$ cat src/rtl/secure_pkg.sv
package secure_pkg;

    localparam int BYTE_W    = 8;
    localparam int KEY_BYTES = 8;

    // Live options byte layout; reserved bits always read as zero.
    typedef struct packed {
        logic       key_en;
        logic       redirect_off;
        logic       prog_mode;
        logic [2:0] rsvd;
        logic [1:0] sec_code;
    } opt_t;

    localparam logic [1:0] CODE_OPEN = 2'b10;

    function automatic opt_t clean_opt(input logic [7:0] raw);
        opt_t o;
        o      = opt_t'(raw);
        o.rsvd = 3'b000;
        return o;
    endfunction

    function automatic logic code_secured(input logic [1:0] code);
        return code != CODE_OPEN;
    endfunction

endpackage

$ cat src/rtl/opt_capture.sv
module opt_capture
    import secure_pkg::*;
(
    input  logic       clk,
    input  logic       rst,
    input  logic [7:0] nv_opt_i,
    output opt_t       opt_o
);

    opt_t opt_q;

    always_ff @(posedge clk) begin
        if (rst) opt_q <= clean_opt(nv_opt_i);
    end

    assign opt_o = opt_q;

    // outside reset the live register never moves
    assert_opt_hold_R1: assert property (@(posedge clk) disable iff (rst)
        1'b1 |=> $stable(opt_q));

endmodule

$ cat src/rtl/key_seq_match.sv
module key_seq_match #(
    parameter int BYTE_W    = 8,
    parameter int KEY_BYTES = 8,
    localparam int IDX_W    = (KEY_BYTES > 1) ? $clog2(KEY_BYTES) : 1,
    localparam int KEY_W    = BYTE_W * KEY_BYTES
) (
    input  logic              clk,
    input  logic              rst,
    input  logic              arm_i,
    input  logic              wr_valid_i,
    input  logic              wr_dbg_i,
    input  logic [BYTE_W-1:0] wr_data_i,
    input  logic [KEY_W-1:0]  key_i,
    output logic              unlocked_o
);

    localparam logic [IDX_W-1:0] LAST_IDX = IDX_W'(KEY_BYTES - 1);

    logic [IDX_W-1:0]  idx_q;
    logic              blocked_q;
    logic              unlocked_q;
    logic              take;
    logic              hit;
    logic [BYTE_W-1:0] expect_byte;

    assign expect_byte = key_i[idx_q*BYTE_W +: BYTE_W];
    assign take        = wr_valid_i && !wr_dbg_i && arm_i && !blocked_q && !unlocked_q;
    assign hit         = (wr_data_i == expect_byte);

    always_ff @(posedge clk) begin
        if (rst) begin
            idx_q      <= '0;
            blocked_q  <= 1'b0;
            unlocked_q <= 1'b0;
        end else if (take) begin
            if (!hit) begin
                blocked_q <= 1'b1;
                idx_q     <= '0;
            end else if (idx_q == LAST_IDX) begin
                unlocked_q <= 1'b1;
                idx_q      <= '0;
            end else begin
                idx_q <= idx_q + 1'b1;
            end
        end
    end

    assign unlocked_o = unlocked_q;

    // debug writes leave the attempt untouched
    assert_dbg_inert_R5: assert property (@(posedge clk) disable iff (rst)
        (wr_valid_i && wr_dbg_i) |=> ($stable(idx_q) && $stable(blocked_q) && $stable(unlocked_q)));

    // a blocked attempt never turns into an unlock
    assert_block_holds_R7: assert property (@(posedge clk) disable iff (rst)
        blocked_q |=> (blocked_q && !$rose(unlocked_q)));

    // once open, stays open until reset
    assert_unlock_sticky_R4: assert property (@(posedge clk) disable iff (rst)
        unlocked_q |=> unlocked_q);

    // after unlock, writes no longer move the position
    assert_open_ignores_R8: assert property (@(posedge clk) disable iff (rst)
        unlocked_q |=> $stable(idx_q));

endmodule

$ cat src/rtl/secure_gate.sv
module secure_gate
    import secure_pkg::*;
(
    input  logic                          clk,
    input  logic                          rst,
    input  logic [7:0]                    nv_opt_i,
    input  logic [BYTE_W*KEY_BYTES-1:0]   nv_key_i,
    input  logic                          wr_valid_i,
    input  logic                          wr_dbg_i,
    input  logic [BYTE_W-1:0]             wr_data_i,
    output logic [7:0]                    opt_o,
    output logic                          key_en_o,
    output logic                          redirect_off_o,
    output logic                          prog_mode_o,
    output logic [1:0]                    sec_code_o,
    output logic                          secured_o
);

    opt_t opt;
    logic unlocked;
    logic code_sec;

    opt_capture u_opt (
        .clk      (clk),
        .rst      (rst),
        .nv_opt_i (nv_opt_i),
        .opt_o    (opt)
    );

    assign code_sec = code_secured(opt.sec_code);

    key_seq_match #(
        .BYTE_W    (BYTE_W),
        .KEY_BYTES (KEY_BYTES)
    ) u_match (
        .clk        (clk),
        .rst        (rst),
        .arm_i      (opt.key_en && code_sec),
        .wr_valid_i (wr_valid_i),
        .wr_dbg_i   (wr_dbg_i),
        .wr_data_i  (wr_data_i),
        .key_i      (nv_key_i),
        .unlocked_o (unlocked)
    );

    assign opt_o          = opt;
    assign key_en_o       = opt.key_en;
    assign redirect_off_o = opt.redirect_off;
    assign prog_mode_o    = opt.prog_mode;
    assign sec_code_o     = opt.sec_code;
    assign secured_o      = code_sec && !unlocked;

    // no unlock can exist while key use is disabled
    assert_keyen_gate_R6: assert property (@(posedge clk) disable iff (rst)
        !key_en_o |-> !unlocked);

    // an unlock never rewrites the options register
    assert_unlock_keeps_opt_R4: assert property (@(posedge clk) disable iff (rst)
        $rose(unlocked) |-> $stable(opt_o));

endmodule

$ cat config.mk
export PLATFORM = sky130hd
export DESIGN_NAME = secure_gate
export DESIGN_NICKNAME = d
export VERILOG_FILES = /design/src/rtl/secure_pkg.sv /design/src/rtl/opt_capture.sv /design/src/rtl/key_seq_match.sv /design/src/rtl/secure_gate.sv
export SDC_FILE = /design/constraint.sdc
export NUM_CORES = 1
export LEC_CHECK = 0
export ABC_AREA = 1
export BUFFER_PORTS_ARGS = -buffer_cell sky130_fd_sc_hd__buf_2
export CORE_ASPECT_RATIO = 1.1
export CORE_MARGIN = 3
export CORE_UTILIZATION = 42
export CTS_CLUSTER_DIAMETER = 100
export CTS_CLUSTER_SIZE = 20
export DETAILED_ROUTE_END_ITERATION = 7
export HOLD_SLACK_MARGIN = 0.06
export PLACE_DENSITY = 0.94
export SETUP_SLACK_MARGIN = 0.15
export SYNTH_ARGS = -nofsm -noshare
export SYNTH_HDL_FRONTEND = slang
export SYNTH_SLANG_ARGS = --single-unit
$ cat constraint.sdc
create_clock -name clk -period 2.05 [get_ports clk]
set_input_delay 0.205 -clock clk [delete_from_list [all_inputs] [get_ports clk]]
set_output_delay 0.205 -clock clk [all_outputs]
set_load 0.1 [all_outputs]
Word-level counts from Yosys, hierarchy flattened
Cells that the tools add are included.
{ "totals": {"reg_bits": 10} }
{ "classes": {"n_addsub": 1, "eq_ne": 3, "shifts": 1, "muxes": 2, "bitwise_logic": 1, "n_reduce_logical": 11} }
{ "op_table": {"columns": ["op", "n"], "rows": [
  ["$shiftx A64 B7 Y8", 1],
  ["$eq A8 B8 Y1", 1],
  ["$logic_and A1 B1 Y1", 6],
  ["$mux W3", 2],
  ["$add A3 B1 Y3 const B", 1],
  ["$eq A3 B3 Y1 const B", 1],
  ["$logic_not A1 Y1", 3],
  ["$reduce_and A3 Y1", 1],
  ["$ne A2 B2 Y1 const B", 1],
  ["$reduce_and A2 Y1", 1],
  ["$not A1 Y1", 1]
]} }

Longest topological paths before layout
Gate-level depths: netlist of run 1.
{ "depth": {"depth_word": 6, "ltp_mapped": 15, "depth_no_buf": 14} }

Modules after synthesis
Synthesis of run 1 repeated with hierarchy kept, for this count alone.
{ "unflattened": {"cells_unflattened": 260, "area_unflattened_um2": 1397.6} }
{ "modules_own_cells": {"columns": ["mod", "n_inst", "cells_each", "area_per_inst_um2"], "rows": [
  ["key_seq_match", 1, 242, 1166.1],
  ["opt_capture", 1, 9, 176.4],
  ["secure_gate", 1, 9, 55.1]
]} }

Least setup slack after synthesis of run 1
Ideal clock, no wire load.
{ "synth_path": {"path_type": "register -> register", "start": "reg u_opt.opt_q (netlist bit u_opt.opt_o[0])", "end": "reg u_match.unlocked_q, in the netlist u_match.unlocked_o", "setup_time_ns": 0.070, "arrival_ns": 3.142, "t_required_ns": 1.980, "setup_slack_ns": -1.161, "stages_incl_launch_ff": 8, "path_buffers": 0, "synth_period_minus_slack_ns": 3.211, "cell_sequence": "edfxtp_1 -> nor2_1 -> nor2_1 -> nand2_1 -> inv_1 -> nand2_1 -> nand3b_1 -> a21oi_1"} }
{ "synth_between": {"elab_chain_cells": 6} }
{ "synth_rtl": {"columns": ["item", "line", "source"], "rows": [
  ["from (decl)", "opt_capture.sv:10", "opt_t opt_q;"],
  ["from (signal assigned)", "opt_capture.sv:13", "if (rst) opt_q <= clean_opt(nv_opt_i);"],
  ["$ne A2 B2 Y1", "secure_pkg.sv:25", "return code != CODE_OPEN;"],
  ["$logic_and A1 B1 Y1", "secure_gate.sv:38", ".arm_i (opt.key_en && code_sec),"],
  ["$logic_and A1 B1 Y1 (3 in a row)", "key_seq_match.sv:27", "assign take = wr_valid_i && !wr_dbg_i && arm_i && !blocked_q && !unlocked_q;"],
  ["$reduce_and A3 Y1 (no source line)", null, null],
  ["to (signal assigned)", "key_seq_match.sv:34", "unlocked_q <= 1'b0;"],
  ["to (signal assigned)", "key_seq_match.sv:40", "unlocked_q <= 1'b1;"],
  ["to (decl)", "key_seq_match.sv:21", "logic unlocked_q;"]
]} }
Every way passes these cells.
A chain may end at the register's enable or synchronous reset.

Final worst setup path of run 1
{ "layout_path": {"start": "reg u_match.idx_q[0]", "end": "reg u_match.idx_q[2]"} }
{ "layout_between": {"elab_chain_cells": 3, "elab_cells_between_ends": 6, "classes_between": "add/sub: 1; eq/ne: 2; shift: 1; mux: 2"} }
{ "layout_rtl": {"columns": ["item", "line", "source"], "rows": [
  ["from (decl)", "key_seq_match.sv:19", "logic [IDX_W-1:0] idx_q;"],
  ["from (signal assigned)", "key_seq_match.sv:43", "idx_q <= idx_q + 1'b1;"],
  ["$shiftx A64 B7 Y8 (tied with other cells)", "key_seq_match.sv:26", "assign expect_byte = key_i[idx_q*BYTE_W +: BYTE_W];"],
  ["$eq A8 B8 Y1 / $mux W3 (equally long branches)", "key_seq_match.sv:28, key_seq_match.sv:39", null],
  ["$mux W3 (*)", "key_seq_match.sv:36", "if (!hit) begin"]
]} }
Every way passes the cells marked *; elsewhere a longest branch is shown, timed or not.

==> run summary, run 1 <==
The floorplan has 21 rows. The worst slack at placement came out at 0.2916 ns. The signal on the critical path passes through buf_8 -> nand2_1 -> nand2_1 -> nand2_1 -> nand3_1 -> nand3_1 -> nand2_1 -> nand2_1 -> nor2_2 -> nand2_1 -> nand2_1 -> nand2_1 -> nor2_1.

The detailed-route wire length is 3924 µm. The floorplan step defined a die boundary enclosing 4053 µm². STA classifies the critical path startpoint as a flop. In the final routed layout, each cell accounts on average for 10.30 µm. By area the synthesized netlist is led by sky130_fd_sc_hd__nand2_1, sky130_fd_sc_hd__nand3_1, sky130_fd_sc_hd__inv_1, sky130_fd_sc_hd__edfxtp_1, sky130_fd_sc_hd__dfxtp_1.

The number of I/O port buffers was 91. From left edge to right edge, the die measures 60.98 µm. The final RePlAce weighted congestion was 0.7583. Counting cells, the worst reg-to-reg path comes to 13. H-tree depth: 1. Sort of element at the end of the critical path: a flop.

In this run the power density over the cells is 415.2 nW/µm². TritonCTS created 3 clock buffers. Timing would allow up to 0.5785 GHz. The analysis attributes to cell leakage a power of 1.196 nW. The slowest stage of the critical path belongs to the cell sky130_fd_sc_hd__dfxtp_1. Global routing finished with a remaining overflow of 0. The core region is 3127 µm².

For the final database, setup skew stands at 0.0006704 ns. The final critical path time including I/O delays and setup is 1.729 ns. For the worst-skew pair, the clock arrives at the later sink with an insertion delay of 0.26 ns. Entering global routing, the biggest net connects 30 pins.

The logs give 58.54% for the utilization after layout and 1524 for the via count of the first global-routing pass. The effective utilization at floorplan came out at 44.66%. Setup repair after global routing left no endpoint under its margin. Share of cells above drive strength 1: 31.99%. For this run, the post-layout net count is 434.

Clock-pin slew was measured on the worst setup and hold paths at 0.07 ns. The count of endpoints failing setup in the final report was 0. Final antenna diode count: 0. The clock root buffer is sky130_fd_sc_hd__clkbuf_4. The total of flip-flops plus latches after synthesis was 10. The logs give 0 for the count of final hold-check violations and 98 for the number of top-level design ports.

The area growth from synthesis to layout is 31.09%. The logs give 1396 µm² for the post-synthesis instance area and 0.1120 ns for the worst hold slack across all endpoints. The pre-antenna-repair detailed-routing pass consisted of 4 iterations. The count of nets left with antenna violations once routing finished came out at 0.

The count of cell types in the netlist was 20. The clock drives 10 sinks. Max-cap violations in this run came to 0.

The most numerous cell type found on the critical path is sky130_fd_sc_hd__nand2_1. The run gives 2 as the maximum number of buffers from clock root to sink. The path with the worst hold slack has its endpoint at u_opt.opt_o[6].

The average vias per placed instance is 4.669, and the share of the synthesized area in the top cell type is 32.53%. In this run, the number of DRC markers left after iteration 0 of detailed routing was 105. The logs give 0 for the total DRC errors in the routed layout and 0.3215 ns for the final setup slack of the worst path. The critical-path maximum fanout was 28; the count of filler cells inserted in the layout was 310. After legalization and detailed placement, the total HPWL measured 3202 µm. The cell family contributing the most delay on the critical path is simple AND/OR/NAND/NOR gates.

The peak ir drop on the vdd network is 0.3261 mV. The tools report the reg-to-reg endpoint as u_match.idx_q[2]. In this run the mean area of a mapped cell was 5.269 µm².

TritonCTS built the clock tree. Combined buffer and inverter count along the critical path: 1. The tools report the launch point of the worst hold path as nv_opt_i[6]. The min-delay analysis places its worst path in the category in -> reg.

The number of max-slew violations in the final report is 0. The slack of the worst reg-to-reg path is 0.32 ns. Path type of the worst setup path: reg -> reg. In the synthesized netlist, the number of instances is 265. The startpoint of the lowest-slack register-to-register path is u_match.idx_q[0].

In this design, the stage delay of the slowest critical-path cell is 0.43 ns. The first global-routing pass estimated 5899 µm of wire. Global routing used 18.75% of the available tracks. In this run the vertical extent of the chip is 66.48 µm. The final period utilization came out at 84.32%. The routed layout has 1779 vias. The run finished with clean final reports. After detailed placement, the total cell area comes to 1793 µm². The tools report the number of antenna violations at the first check in global routing as 0.

For this design, the CTS-stage hold fixing added 0 buffers. After synthesis, flip-flops and latches occupy 17.92% of the total area. The cell count of the worst hold path is 1, and the final instance area is 1831 µm². For this run, the number of Yosys warnings is 0.

The worst path arrival time is 1.92 ns. The largest area contributor in the netlist is sky130_fd_sc_hd__nand2_1. Data on the critical path is required at its endpoint by 2.25 ns.
sequential cells by signal, summed over array words and instances, names as in the netlist:
name and cells:
u_opt.opt_o 5, u_match.idx_q 3, u_match.blocked_q 1, u_match.unlocked_o 1
per-stage QoR:
step	total power, mW	setup TNS (ns)	std cells
6_report	0.7600	0	381
3_3_place_gp	0.6160	0	377
2_1_floorplan	0.5275	-0.2945	267
5_1_grt	0.8175	0	381
4_1_cts	0.7647	0	381
3_5_place_dp	0.6246	0	377
cells in the final DEF (no fill, tap or decap), drive strengths merged:
master and instances:
nand2 121, buf 95, inv 47, nand3 42, nor2 14, edfxtp 5, dfxtp 5, a21oi 3
conb 3, clkbuf 3, o21ai 3, ha 2, nor3 2, nand3b 1, clkinv 1
per-layer routing:
layer,GRT usage [%],up-vias,wire (µm)
met5,0,-,0
met4,5.691,0,54
met3,2.132,6,221
met2,37.30,59,2111
met1,19.58,765,1536
li1,-,949,-
timing repair:
item,4_1_cts,5_1_grt
setup buffers,0,0
setup endpoints to repair,0,4
resized for setup,0,5
synthesized netlist by cell type, drive strengths merged:
| library cell | instances |
|---|---|
| nor3 | 2 |
| buf | 19 |
| ha | 2 |
| inv | 47 |
| conb | 1 |
| nand3b | 1 |
| o21ai | 3 |
| dfxtp | 5 |
| edfxtp | 5 |
| nand2 | 121 |
| nor2 | 14 |
| a21oi | 3 |
| nand3 | 42 |
area by class of cell:
type	count	area, µm²	area share (%)
Multi-Input combinational cell	191	838.3	45.80
Timing Repair Buffer	95	493.0	26.93
Sequential cell	10	251.5	13.74
Inverter	47	178.9	9.774
Tap cell	34	42.54	2.324
Clock buffer	3	22.52	1.230
Clock inverter	1	3.754	0.2051
cell families (layout without fill, tap and decap cells):
family / after synthesis / count (layout) / share of synthesized area (%)
compound gates: 6 / 6 / 2.150
fa+ha+maj: 2 / 2 / 1.792
buf+inv: 66 / 146 / 24.19
flops: 10 / 10 / 17.92
other cells: 1 / 3 / 0.2686
simple gates: 180 / 180 / 53.67
worst max path at each step:
stage / slack [ns] / end / cells past startpoint / startpoint
floorplan: -0.12 / u_match.unlocked_o / 7 / u_opt.opt_o[0]
global placement: 0.37 / u_match.idx_q[2] / 12 / u_match.idx_q[1]
detailed placement: 0.29 / u_match.idx_q[2] / 13 / u_match.idx_q[0]
CTS: 0.27 / u_match.idx_q[2] / 13 / u_match.idx_q[0]
global route: 0.14 / u_match.idx_q[2] / 13 / u_match.idx_q[0]
finish: 0.32 / u_match.idx_q[2] / 13 / u_match.idx_q[0]
worst register-to-register path, stage by stage, from the launching register on:
cell                      delay [ns]
sky130_fd_sc_hd__dfxtp_1        0.43
sky130_fd_sc_hd__buf_8          0.22
sky130_fd_sc_hd__nand2_1        0.09
sky130_fd_sc_hd__nand2_1        0.07
sky130_fd_sc_hd__nand2_1        0.05
sky130_fd_sc_hd__nand3_1        0.11
sky130_fd_sc_hd__nand3_1        0.08
sky130_fd_sc_hd__nand2_1        0.07
sky130_fd_sc_hd__nand2_1        0.06
sky130_fd_sc_hd__nor2_2         0.16
sky130_fd_sc_hd__nand2_1        0.07
sky130_fd_sc_hd__nand2_1        0.08
sky130_fd_sc_hd__nand2_1        0.07
sky130_fd_sc_hd__nor2_1         0.11
where the power goes:
part	internal (mW)	switching (mW)	total, mW
logic	0.122	0.267	0.389
clock network	0.0703	0.0685	0.139
registers	0.222	0.00995	0.232
Note: power is estimated with default switching activity, not from simulation.
==> run 2: changes to the inputs <==
--- a/config.mk
+++ b/config.mk
@@ -5,16 +5,16 @@
 export SDC_FILE = /design/constraint.sdc
 export NUM_CORES = 1
 export LEC_CHECK = 0
-export ABC_AREA = 1
+export ABC_AREA = 0
 export BUFFER_PORTS_ARGS = -buffer_cell sky130_fd_sc_hd__buf_2
 export CORE_ASPECT_RATIO = 1.1
 export CORE_MARGIN = 3
-export CORE_UTILIZATION = 42
+export CORE_UTILIZATION = 34
 export CTS_CLUSTER_DIAMETER = 100
 export CTS_CLUSTER_SIZE = 20
 export DETAILED_ROUTE_END_ITERATION = 7
 export HOLD_SLACK_MARGIN = 0.06
-export PLACE_DENSITY = 0.94
+export PLACE_DENSITY = 0.89
 export SETUP_SLACK_MARGIN = 0.15
 export SYNTH_ARGS = -nofsm -noshare
 export SYNTH_HDL_FRONTEND = slang
==> constraint.sdc (replaced) <==
create_clock -name clk -period 1.5 [get_ports clk]
set_input_delay 0.15 -clock clk [delete_from_list [all_inputs] [get_ports clk]]
set_output_delay 0.15 -clock clk [all_outputs]
set_load 0.1 [all_outputs]
==> run 2 against run 1 <==
  * The flow now finishes with violations (setup timing)
  * Routed wire length fell by 18%
  * First-iteration DRC count fell by 81%
  * Clock power rose by 37%
  * Sequential power rose by 32%
  * Register-to-register slack got worse by 0.93 ns
  * Highest routed layer is now met3
  * Fmax fell by 18%
  * Global-route usage fell by 2.8 points
  * Utilization rose by 0.77 points
  * Largest cell class unchanged
==> run summary, run 2 <==
The number of nets in the layout is 281 (-35%), and the number of routed nets with antenna violations is 0 (unchanged). The count of cell types in the netlist came out at 28 (+40%). The commonest cells after synthesis are sky130_fd_sc_hd__mux2i_1, sky130_fd_sc_hd__buf_4, sky130_fd_sc_hd__nand2_1. The total of flip-flops plus latches after synthesis is 10 (unchanged), and the synthesized netlist cell count is 97 (-63%). The number of max-slew violations in the final report is 0 (unchanged). The count of non-filler cells in the finished layout came out at 227 (-40%). The final period utilization was 140.3% (+56 points).

The combinational fraction of design power was 46.7% (-4.5 points); the count of endpoints failing setup in the final report was 5 (+5). The checks that failed: setup timing. The run gives 0 (unchanged) as the reported max-cap violation count.

The flow ran to the end, but the final reports show violations. The cell leakage power was 0.7587 nW (-37%); the height of the chip was 65.31 µm (-1.8%). The share of total power consumed by net switching was 40.73% (-4.8 points); the routed wirelength normalized by instance count was 14.26 µm (+38%).

The share of cells above drive strength 1 is 61.34% (+29 points). The critical path is of the reg -> reg type. The detailed-route wire length came out at 3236 µm (-18%). Overall track demand over capacity in global routing: 16.00% (-2.8 points). Most frequent cell after synthesis: sky130_fd_sc_hd__mux2i_1. The effective utilization at floorplan was 37.46% (-7.2 points). The worst path arrival time came out at 2.26 ns (+0.34 ns). For the violation count after the first detailed-route iteration, the log shows 20 (-81%). The tools report the first-pass GRT wire length as 4843 µm (-18%). The count of final hold-check violations was 0 (unchanged); the area growth from synthesis to layout was 58.34%. HPWL after detailed placement: 2621 µm (-18%). The main combinational cell family by area after synthesis was multiplexers. Yosys attributes the largest share of cell area to sky130_fd_sc_hd__mux2i_1, sky130_fd_sc_hd__edfxtp_1, sky130_fd_sc_hd__mux4_1, sky130_fd_sc_hd__mux4_2, sky130_fd_sc_hd__dfxtp_1. The logs give 0 (unchanged) for the count of warnings emitted by yosys and 1142 (-36%) for the number of vias in the routed layout. The number of flip-flops under the largest register name was 5 (unchanged). Share of the synthesized area in the top cell type: 18.41% (-14 points). The logs give 0.002961 ns (+0.002290 ns) for the final clock skew and 0.3802 mW (+10%) for the net switching power figure. The run gives 5 (+1) as the number of search-and-repair iterations in the first detailed-routing pass. The final global-route overflow total is 0 (unchanged), and the internal cell power is 0.5534 mW (+34%).

The average vias per placed instance was 5.031 (+7.7%); the xor/xnor cell area share of the yosys netlist was 4.833% (+4.8 points). Setup repair after global routing could not meet its margin everywhere. The share of flip-flops with an asynchronous set or reset is 0% (unchanged).

The number of enable-type register cells in the synthesized netlist is 5 (unchanged). The run gives 0.26 ns (about the same) as the insertion delay of the later-clocked pin in the worst-skew pair. For the summed negative setup slack over all endpoints, the log shows -2.719 ns (-2.719 ns). In the synthesized netlist the dominant register cell turns out to be sky130_fd_sc_hd__edfxtp_1. The commonest non-fill, non-tap cell in the layout is sky130_fd_sc_hd__buf_2. The number of I/O port buffers is 91 (unchanged), and the clock network fraction of total power is 20.4% (+2.1 points). The adder-cell area share of the yosys netlist was 2.301% (+0.51 points).

The post-CTS clock slew at the launch and capture registers of the worst setup and hold paths is 0.07 ns (about the same). The H-tree depth is 1 (unchanged). The post-synthesis simple-gate area fraction is 9.896% (-44 points), and the number of antenna violations at the first check in global routing is 0 (unchanged).

The power density over the cells was 542.3 nW/µm² (+31%). Worst endpoint required time: 1.66 ns (-0.59 ns). The maximum number of buffers from clock root to sink is 2 (unchanged), and the total DRC errors in the routed layout is 0 (unchanged). The post-synthesis instance area is 1087 µm² (-22%), and the number of buffers inserted during clock tree synthesis is 3 (unchanged). The number of cells in the design after placement came out at 216 (-43%). The clock root buffer is sky130_fd_sc_hd__clkbuf_4. The run gives 0.5197 mV (+59%) as the peak ir drop on the vdd network. The placeable core region came out at 2903 µm² (-7.2%). For the share of the yosys chip area belonging to registers, the log shows 23.01% (+5.1 points).

The number of placement rows came out at 20 (-4.8%). The total die area is 3913 µm² (-3.5%), and the final setup slack of the worst path is -0.6051 ns (-0.9266 ns). STA classifies the critical path endpoint as a flop. The final critical path time including I/O delays and setup works out to 2.105 ns (+0.3766 ns). The number of clock sinks seen by CTS came out at 10 (unchanged). sky130_fd_sc_hd__mux2i_1 takes more of the synthesized area than any other cell. The worst hold slack across all endpoints is 0.07471 ns (-0.03724 ns). TritonCTS built the clock tree. Part of the total power dissipated in sequential elements: 32.9% (+2.3 points). For the final antenna diode count, the log shows 0 (unchanged). The via count of the first global-routing pass is 1164 (-24%). The width of the chip was 59.92 µm (-1.7%). For the maximum achievable frequency, the log shows 0.4750 GHz (-18%). Final RePlAce weighted congestion: 0.7012 (-7.5%).

Class of the most critical hold timing path: in -> reg. Pin count of the biggest net entering global routing: 17 (-43%). The worst setup path is launched from a flop. The number of top-level design ports is 98 (unchanged), and the synthesized-area fraction occupied by ao, oa, aoi and oai cells is 8.976% (+6.8 points). The critical-path maximum fanout was 6 (-79%); the synthesized area per cell was 11.21 µm² (+110%).

The portion of netlist area occupied by mux cells is 40.85% (+41 points). The top cell types in the final layout, fill and taps aside, are sky130_fd_sc_hd__buf_2, sky130_fd_sc_hd__mux2i_1, sky130_fd_sc_hd__mux4_2.
## run 2: metal layers
layer	vias to the layer above	global-route usage, %	wire [µm]
met4	0	2.493	0
met5	-	0	0
met3	0	2.750	249
met2	52	32.97	1916
met1	533	16.08	1069
li1	557	-	-
## run 2: path summary, 6_finish.rpt
| check | end | slack [ns] | from | cells after the start |
|---|---|---|---|---|
| worst min-delay path | u_opt.opt_o[7] | 0.07 | nv_opt_i[7] | 1 |
| worst min register to register | u_match.blocked_q | 0.49 | u_match.blocked_q | 1 |
| worst max register to register | u_match.blocked_q | -0.61 | u_match.idx_q[0] | 8 |
| worst max-delay path | u_match.blocked_q | -0.61 | u_match.idx_q[0] | 8 |
## run 2: logic make-up after synthesis
family	count (synthesis)
flops	10
fa+ha+maj	2
compound gates	13
simple gates	20
buf+inv	15
xor+xnor	6
other cells	1
mux	30
## run 2: timing repair
action / 4_1_cts / 5_1_grt
endpoints found under the setup margin: 5 / 5
cloned: 1 / 0
pin swaps: 5 / 2
resized for setup: 5 / 2
hold buffers: 3 / 1
buffers inserted: 2 / 0
hold endpoints to repair: 3 / 1
## run 2: through the flow
step	util [%]	worst slack, ns	instance area (µm²)	total power, mW
after global routing	59.31	-0.6800	1722	0.9885
final	59.31	-0.6051	1722	0.9336
after detailed placement	55.69	-0.5941	1617	0.7425
after CTS	58.97	-0.5661	1712	0.9404
after global placement	55.69	-0.4783	1617	0.7333
after floorplan	-	-0.8347	1134	0.6307
## run 2: critical path, stage by stage, from the launching register on
cell                      delay [ns]
sky130_fd_sc_hd__dfxtp_4        0.38
sky130_fd_sc_hd__buf_12         0.12
sky130_fd_sc_hd__buf_4          0.11
sky130_fd_sc_hd__mux4_2         0.50
sky130_fd_sc_hd__mux2i_2        0.20
sky130_fd_sc_hd__xnor2_1        0.11
sky130_fd_sc_hd__nor4_2         0.19
sky130_fd_sc_hd__nand3_2        0.16
sky130_fd_sc_hd__a22o_1         0.22
## run 2: cell type report
type	count	area, µm²
Clock buffer	4	26.28
Timing Repair Buffer	104	648.1
Multi-Input combinational cell	74	744.5
Tap cell	33	41.29
Sequential cell	10	254.0
Fill cell	252	1181
Inverter	2	7.507
## run 2: power by group through the flow
stage | combinational, mW | sequential [mW] | clock (mW)
floorplan | 0.235 | 0.396 | 0
global placement | 0.419 | 0.315 | 0
detailed placement | 0.427 | 0.315 | 0
CTS | 0.435 | 0.307 | 0.198
global route | 0.461 | 0.309 | 0.219
finish | 0.436 | 0.307 | 0.190
